`config.mk`:
```
export PLATFORM = sky130hd
export DESIGN_NAME = status_adder
export DESIGN_NICKNAME = d
export VERILOG_FILES = /design/src/rtl/flagadd_pkg.sv /design/src/rtl/add_core.sv /design/src/rtl/status_eval.sv /design/src/rtl/flag_reg.sv /design/src/rtl/status_adder.sv
export SDC_FILE = /design/constraint.sdc
export NUM_CORES = 1
export LEC_CHECK = 0
export ABC_AREA = 1
export BUFFER_PORTS_ARGS = -buffer_cell sky130_fd_sc_hd__buf_2
export CAP_MARGIN = 15
export CORE_MARGIN = 1
export CORE_UTILIZATION = 45
export CTS_CLUSTER_DIAMETER = 50
export CTS_CLUSTER_SIZE = 40
export DETAILED_ROUTE_END_ITERATION = 16
export HOLD_SLACK_MARGIN = 0.12
export PLACE_DENSITY = 0.74
export SYNTH_ARGS = -nofsm -noshare
export SYNTH_HDL_FRONTEND = slang
export SYNTH_SLANG_ARGS = --single-unit
```
`constraint.sdc`:
```
create_clock -name clk -period 3.1 [get_ports clk]
set_clock_uncertainty 0.05 [all_clocks]
set_input_delay 0.31 -clock clk [delete_from_list [all_inputs] [get_ports clk]]
set_output_delay 0.31 -clock clk [all_outputs]
set_load 0.01 [all_outputs]
```
`src/rtl/flagadd_pkg.sv`:
```
// Shared widths, flag bit positions and the condition-bit bundle.
// Assumes a single flag register layout used by all submodules.
package flagadd_pkg;
    localparam int DATA_W   = 16;
    localparam int NARROW_W = 8;
    localparam int FLAG_W   = 16;
    localparam int PAR_W    = 8;
    localparam int NUM_CTL  = 3;

    localparam int CF_BIT = 0;
    localparam int PF_BIT = 1;
    localparam int AF_BIT = 2;
    localparam int ZF_BIT = 3;
    localparam int SF_BIT = 4;
    localparam int OF_BIT = 5;
    localparam int TF_BIT = 8;
    localparam int IE_BIT = 9;
    localparam int DF_BIT = 10;

    // Packed so that bit k lands on flag bit k (overflow is bit 5).
    typedef struct packed {
        logic ovf;
        logic sgn;
        logic zro;
        logic aux;
        logic par;
        logic cry;
    } status_t;

    localparam int STAT_W = $bits(status_t);
endpackage

```
`src/rtl/add_core.sv`:
```
// Adder datapath: forms the byte or word sum plus carry, half carry and
// signed overflow. Assumes NARROW_W >= 5 so the nibble boundary exists.
module add_core
    import flagadd_pkg::*;
#(
    parameter int W  = DATA_W,
    parameter int NW = NARROW_W
) (
    input  logic [W-1:0] a,
    input  logic [W-1:0] b,
    input  logic         cin,
    input  logic         wide,
    output logic [W-1:0] sum,
    output logic         cry,
    output logic         aux,
    output logic         ovf
);
    logic [W:0]  wide_ext;
    logic [NW:0] nar_ext;
    logic [4:0]  nib_ext;
    logic        a_top, b_top, s_top;

    // Full-width and narrow-width sums with carry out.
    always_comb begin
        wide_ext = {1'b0, a} + {1'b0, b} + {{W{1'b0}}, cin};
        nar_ext  = {1'b0, a[NW-1:0]} + {1'b0, b[NW-1:0]} + {{NW{1'b0}}, cin};
        nib_ext  = {1'b0, a[3:0]} + {1'b0, b[3:0]} + {4'd0, cin};
    end

    // Width selection of result, carry and sign-overflow inputs.
    always_comb begin
        if (wide) begin
            sum   = wide_ext[W-1:0];
            cry   = wide_ext[W];
            a_top = a[W-1];
            b_top = b[W-1];
            s_top = wide_ext[W-1];
        end else begin
            sum   = {{(W-NW){1'b0}}, nar_ext[NW-1:0]};
            cry   = nar_ext[NW];
            a_top = a[NW-1];
            b_top = b[NW-1];
            s_top = nar_ext[NW-1];
        end
        aux = nib_ext[4];
        ovf = (a_top == b_top) && (s_top != a_top);
    end
endmodule

```
`src/rtl/status_eval.sv`:
```
// Derives the six condition bits from the selected-width result.
// Assumes the upper part of sum is zero in narrow mode.
module status_eval
    import flagadd_pkg::*;
#(
    parameter int W  = DATA_W,
    parameter int NW = NARROW_W,
    parameter int PW = PAR_W
) (
    input  logic [W-1:0] sum,
    input  logic         wide,
    input  logic         cry,
    input  logic         aux,
    input  logic         ovf,
    output status_t      st
);
    // Bundle zero, sign and low-byte parity with the adder's carries.
    always_comb begin
        st.cry = cry;
        st.aux = aux;
        st.ovf = ovf;
        st.par = ~(^sum[PW-1:0]);
        st.zro = wide ? (sum == '0) : (sum[NW-1:0] == '0);
        st.sgn = wide ? sum[W-1] : sum[NW-1];
    end
endmodule

```
`src/rtl/flag_reg.sv`:
```
// Flag register: condition bits load on upd, control bits are set or
// cleared individually (clear wins), all other bits read zero.
module flag_reg
    import flagadd_pkg::*;
#(
    parameter int FW = FLAG_W,
    parameter int NC = NUM_CTL
) (
    input  logic          clk,
    input  logic          rst_n,
    input  logic          upd,
    input  status_t       st,
    input  logic [NC-1:0] ctl_set,
    input  logic [NC-1:0] ctl_clr,
    output logic [FW-1:0] flags
);
    localparam int CTL_POS [NUM_CTL] = '{TF_BIT, IE_BIT, DF_BIT};

    status_t       stat_q;
    logic [NC-1:0] ctl_q;

    // Condition bits capture only on the arithmetic strobe.
    always_ff @(posedge clk) begin
        if (!rst_n)   stat_q <= '0;
        else if (upd) stat_q <= st;
    end

    for (genvar i = 0; i < NC; i++) begin : g_ctl
        // One control bit: clear has priority over set.
        always_ff @(posedge clk) begin
            if (!rst_n)          ctl_q[i] <= 1'b0;
            else if (ctl_clr[i]) ctl_q[i] <= 1'b0;
            else if (ctl_set[i]) ctl_q[i] <= 1'b1;
        end
    end

    // Assemble the visible register with reserved positions at zero.
    always_comb begin
        flags = '0;
        flags[STAT_W-1:0] = stat_q;
        for (int k = 0; k < NC; k++) flags[CTL_POS[k]] = ctl_q[k];
    end
endmodule

```
`src/rtl/status_adder.sv`:
```
// Top: byte/word adder with condition bits and a 16-bit flag register.
// Assumes inputs are stable around the rising edge.
module status_adder
    import flagadd_pkg::*;
(
    input  logic                 clk,
    input  logic                 rst_n,
    input  logic [DATA_W-1:0]    op_a,
    input  logic [DATA_W-1:0]    op_b,
    input  logic                 carry_in,
    input  logic                 wide,
    input  logic                 arith_en,
    input  logic [NUM_CTL-1:0]   ctl_set,
    input  logic [NUM_CTL-1:0]   ctl_clr,
    output logic [DATA_W-1:0]    sum,
    output logic [FLAG_W-1:0]    flags
);
    logic    cry, aux, ovf;
    status_t st;

    add_core #(.W(DATA_W), .NW(NARROW_W)) u_core (
        .a(op_a), .b(op_b), .cin(carry_in), .wide(wide),
        .sum(sum), .cry(cry), .aux(aux), .ovf(ovf)
    );

    status_eval #(.W(DATA_W), .NW(NARROW_W), .PW(PAR_W)) u_eval (
        .sum(sum), .wide(wide), .cry(cry), .aux(aux), .ovf(ovf), .st(st)
    );

    flag_reg #(.FW(FLAG_W), .NC(NUM_CTL)) u_flags (
        .clk(clk), .rst_n(rst_n), .upd(arith_en), .st(st),
        .ctl_set(ctl_set), .ctl_clr(ctl_clr), .flags(flags)
    );
endmodule

```
Word-level counts from Yosys, hierarchy flattened --
Index checks and enable logic that the tools add are counted.
Word-level totals: register bits 9, input port bits 43, output and inout port bits 32, word-level logic and storage cells 33
Operators by class: $add $sub $neg 6, equality and inequality tests 2, muxes and demuxes 7, bitwise gates (word level) 2, reduce and logical (&&, ||, !) cells 7
Operator list (count):
- $add A16 B16 Y17 | 1
- $add A17 B1 Y17 | 1
- $logic_not A16 Y1 | 1
- $mux W16 | 1
- $add A8 B8 Y9 | 1
- $add A9 B1 Y9 | 1
- $logic_not A8 Y1 | 1
- $reduce_xor A8 Y1 | 1
- $mux W1 | 6
- $reduce_or A2 Y1 | 3
- $add A4 B4 Y5 | 1
- $add A5 B1 Y5 | 1
- $not A1 Y1 | 2
- $eq A1 B1 Y1 | 1
- $logic_and A1 B1 Y1 | 1
- $ne A1 B1 Y1 | 1

Depth between registers and ports, before layout --
depth in word-level cells 5, gate-level depth with buffers 14

Modules after synthesis --
Synthesis repeated with hierarchy kept, for this count alone.
Unflattened totals: cells, all modules 265, area total of the unflattened synthesis 1569.0 µm²
By module, submodules not included:
- add_core | times used 1, cells each 170, area an instance 965.9 µm², seq. area each 0.0 µm²
- flag_reg | times used 1, cells each 61, area an instance 412.9 µm², seq. area each 180.2 µm²
- status_eval | times used 1, cells each 34, area an instance 190.2 µm², seq. area each 0.0 µm²

Least setup slack after synthesis --
OpenSTA, ideal clock, no wires.
path type input to register, start input port op_a[0], end register u_flags.stat_q (netlist bit u_flags.flags[1]), data arrival time 2.568 ns, path slack 0.365 ns, cell stages on the path 13, path through fa_1 > fa_1 > nand2_2 > nand2_1 > nand3_1 > nand2_1 > xor2_1 > inv_1 > ha_1 > xnor2_1 > nor2_1 > o221ai_1 > inv_1
Between the ends: word-level cells in the longest chain between the ends 5, elaborated cells between the ends (all ways) 7, those cells by class add/sub (4); mux (1); bitwise (1); reduce/logical (1)
RTL lines:
- start, declared | line status_adder.sv:8 | input logic [DATA_W-1:0] op_a,
- $add A16 B16 Y17 / $add A8 B8 Y9 (equally long branches) | line add_core.sv:25, add_core.sv:26
- $add A17 B1 Y17 / $add A9 B1 Y9 (equally long branches) | line add_core.sv:25, add_core.sv:26
- $mux W16 * | line add_core.sv:32 | if (wide) begin
- via sum[6] | line status_adder.sv:15 | output logic [DATA_W-1:0] sum,
- $reduce_xor A8 Y1 * | line status_eval.sv:22 | st.par = ~(^sum[PW-1:0]);
- $not A1 Y1 * | line status_eval.sv:22
- end signal, assigned | line flag_reg.sv:25 | else if (upd) stat_q <= st;
- end, declared | line flag_reg.sv:19 | status_t stat_q;
Mark *: on every way through the listed nets, which the timed path passes. The rest lies on a longest branch. A chain may end at the register's enable or synchronous reset.

Worst setup path in the final report --
start input port op_a[0], end register u_flags.stat_q (netlist bit u_flags.flags[1])
Between the ends: word-level cells in the longest chain between the ends 5, elaborated cells between the ends (all ways) 7, those cells by class add/sub (4); mux (1); bitwise (1); reduce/logical (1)
RTL lines (line):
- $add A16 B16 Y17 / $add A8 B8 Y9 (equally long branches) | add_core.sv:25, add_core.sv:26
- $add A17 B1 Y17 / $add A9 B1 Y9 (equally long branches) | add_core.sv:25, add_core.sv:26
- $mux W16 * | add_core.sv:32
- $reduce_xor A8 Y1 * | status_eval.sv:22
- $not A1 Y1 * | status_eval.sv:22
Mark *: on every way between the ends. The rest lies on a longest branch, timed or not.

==> metrics.csv <==
stage,metric,value,unit
yosys,synth_top_area_share,19.1,%
yosys,synth-seq-cells,9,
worst_setup_path,start_kind,input pin,
floorplan,die_h,62.2,um
finish,antenna_cells,0,
worst_setup_path,timing.rr.end,u_flags.flags[1],
routing,top_layer,met4,
power,p_per_area,315,nW/um2
finish,multi_input_area,1160,um2
timing,final.period_utilization,83.3,%
clocking,cts-hold-fix-buffers,0,
worst_setup_path,crit_buf_inv,3,
finish,largest_reg_flops,9,
placement,io_buffers,67,
floorplan,die_area,3870,um2
routing,route.detailed.drc,0,
routing,drt-initial-drc-count,37,
yosys,avgSynthCellArea,5.83,um2
placement,post-dp-hpwl,3.35,mm
yosys,synth_warnings,0,
yosys,synth_top_area_cell,nand2_1,
routing,first_pass_iters,4,
clocking,clk_pin_slew,0.07,ns
routing,postRouteAntennaNets,0,
global_routing,grt_pass1_vias,1597,
clocking,clk_latency,0.26,ns
worst_setup_path,path_cells,"buf_2, fa_1, fa_1, nand2_2, nand2_1, nand3_1, nand2_1, xor2_1, inv_1, ha_1, xnor2_1, nor2_1, o221ai_1, inv_1",
power,leakagePower,1.33,nW
floorplan,io_pins,75,
worst_setup_path,path_class,in2reg,
routing,route.met2.wl,1.77,mm
global_routing,grt_pass1_wl,6.59,mm
routing,viasPerCell,4.52,
finish,register_area,180,um2
yosys,syn_inst,280,
placement,gp_congestion,0.888,
hold_path,hold_end,u_flags.flags[8],
routing,route.met3.wl,173,um
hold_path,holdPathStages,2,
clocking,clock_path_buffers,2,
floorplan,start_util,47.8,%
worst_setup_path,max_stage_delay,0.47,ns
worst_setup_path,worstReg2RegStart,u_flags.flags[1],
routing,drt-total-wl,3.74,mm
floorplan,coreArea,3420,um2
worst_setup_path,slowest_stage,fa_1,
worst_setup_path,end_kind,flip-flop,
hold_path,hold_class,in2reg,
routing,wl_per_cell,9.54,um
timing,period_needed,2.58,ns
floorplan,row_count,21,
job,max-cap-violations,0,
hold_path,holdCritStartpoint,ctl_clr[0],
clocking,numCtsBuffers,3,
global_routing,grt_max_degree,13,
clocking,clock-sinks,9,
global_routing,track_usage,20.6,%
timing,fin_tns_setup,0,ns
yosys,synthTopCellsByArea,"nand2_1 19%, inv_1 15%, ha_1 15%, dfxtp_1 11%, nand3_1 5.8%",
finish,drive_gt1_share,24.9,%
routing,wl_met1,1.78,mm
clocking,cts_resized,0,
yosys,yosys.cell_types.count,30,
worst_setup_path,r2r_cells,2,
global_routing,overflow,0,
global_routing,antenna_found_initial,0,
yosys,synth_edf_count,0,
finish,area_delta_synth_final,22.9,%
worst_setup_path,crit_family,adder cells,
clocking,cts_tree,done,
finish,nets,411,
power,ir_drop,0.000140,V
timing,fmax,0.387,GHz
timing,finalHoldViolCount,0,
outcome,status,"finished, final reports clean",
clocking,post_cts_buffers,0,
timing,setup_violations,0,
timing,slew_viol_final,0,
yosys,synthArstFlopShare,0,%
finish,fillers,367,
worst_setup_path,arrival,2.70,ns
clocking,cts_root_buf,clkbuf_4,
clocking,ctsHtreeMaxLevel,1,
floorplan,die_w,62.2,um
yosys,synthFlopType,dfxtp_1,
timing,hold_slack,0.139,ns
worst_setup_path,r2r_slack,2.41,ns
worst_setup_path,crit_fanout,3,
yosys,ys_seq_area_share,11.0,%
timing,rsz0062_at_grt,no,
worst_setup_path,worstPathRequired,3.22,ns
yosys,syn_area,1630,um2
worst_setup_path,startpoint,op_a[0],
routing,vias,1772,
-- routing by layer --
layer	vias to the layer above	GRT usage, %
li1	971	-
met1	750	25.7
met2	46	36.7
met3	5	3.49
met4	0	4.36
met5	-	0
-- Yosys cell counts, drive strengths merged, types with 2 or more instances --
| cell | instances |
|---|---|
| buf | 8 |
| ha | 19 |
| and2 | 3 |
| nor3 | 3 |
| nand4 | 3 |
| xnor2 | 2 |
| nand2 | 87 |
| dfxtp | 9 |
| clkbuf | 3 |
| nor2 | 21 |
| nand3 | 24 |
| xor2 | 6 |
| inv | 66 |
| o21ai | 4 |
| fa | 2 |
| a21oi | 13 |
| mux2i | 2 |
-- metrics by stage --
stage	total power (W)	worst slack [ns]	instance area [um2]	cells	util [%]
after detailed placement	0.000542	0.206	1980	388	57.9
after floorplan	0.000429	0.365	1650	286	-
after CTS	0.000637	0.487	2000	392	58.7
final	0.000632	0.517	2000	392	58.7
after global routing	0.000701	0.330	2000	392	58.7
after global placement	0.000533	0.314	1980	388	57.9
-- worst max-delay path by stage --
stage                             to  slack, ns  cells after the start
floorplan           u_flags.flags[1]       0.37                     13
global placement    u_flags.flags[1]       0.31                     14
detailed placement  u_flags.flags[1]       0.21                     14
CTS                 u_flags.flags[1]       0.49                     14
global route        u_flags.flags[1]       0.33                     14
finish              u_flags.flags[1]       0.52                     14
-- cell usage in the layout (no fill, tap or decap), drive strengths merged --
| cell | Yosys | final |
|---|---|---|
| conb | 1 | 7 |
| o21bai | 1 | 1 |
| ha | 19 | 19 |
| o211ai | 1 | 1 |
| nand4 | 3 | 3 |
| xnor2 | 2 | 2 |
| o21ai | 4 | 4 |
| a21oi | 13 | 13 |
| mux2i | 2 | 2 |
| clkbuf | 3 | 4 |
| inv | 66 | 66 |
| buf | 8 | 67 |
| nor3 | 3 | 3 |
| o221ai | 1 | 1 |
| and2 | 3 | 3 |
| or2 | 1 | 1 |
| xor2 | 6 | 6 |
| dfxtp | 9 | 9 |
| fa | 2 | 2 |
| nand3 | 24 | 24 |
| nand2 | 87 | 87 |
| nor2 | 21 | 21 |
-- cells by family (layout without fill, tap and decap cells) --
| family | Yosys count | count (layout) | synth area share [%] |
|---|---|---|---|
| xor gates and xnor gates | 8 | 8 | 4.75 |
| AOI/OAI and AO/OA | 20 | 20 | 7.59 |
| adders and majority gates | 21 | 21 | 17.0 |
| muxes | 2 | 2 | 1.23 |
| other | 1 | 7 | 0.230 |
| buffers and inverters | 77 | 137 | 19.4 |
| and+or+nand+nor | 142 | 142 | 38.7 |
| DFF | 9 | 9 | 11.0 |
-- final cells by class --
type,count,area share (%)
Inverter,66,12.4
Clock buffer,4,1.31
Multi-Input combinational cell,200,57.7
Tap cell,46,2.87
Timing Repair Buffer,67,16.7
Sequential cell,9,8.99
-- power by group --
group	total [W]	switching, W	leakage (nW)	internal (W)
Sequential	0.000131	0.00000477	0.0742	0.000126
Combinational	0.000407	0.000239	1.24	0.000167
Clock	0.0000949	0.0000451	0.0150	0.0000498
Total	0.000632	0.000289	1.33	0.000343
Power figures use the tool's default switching activity.
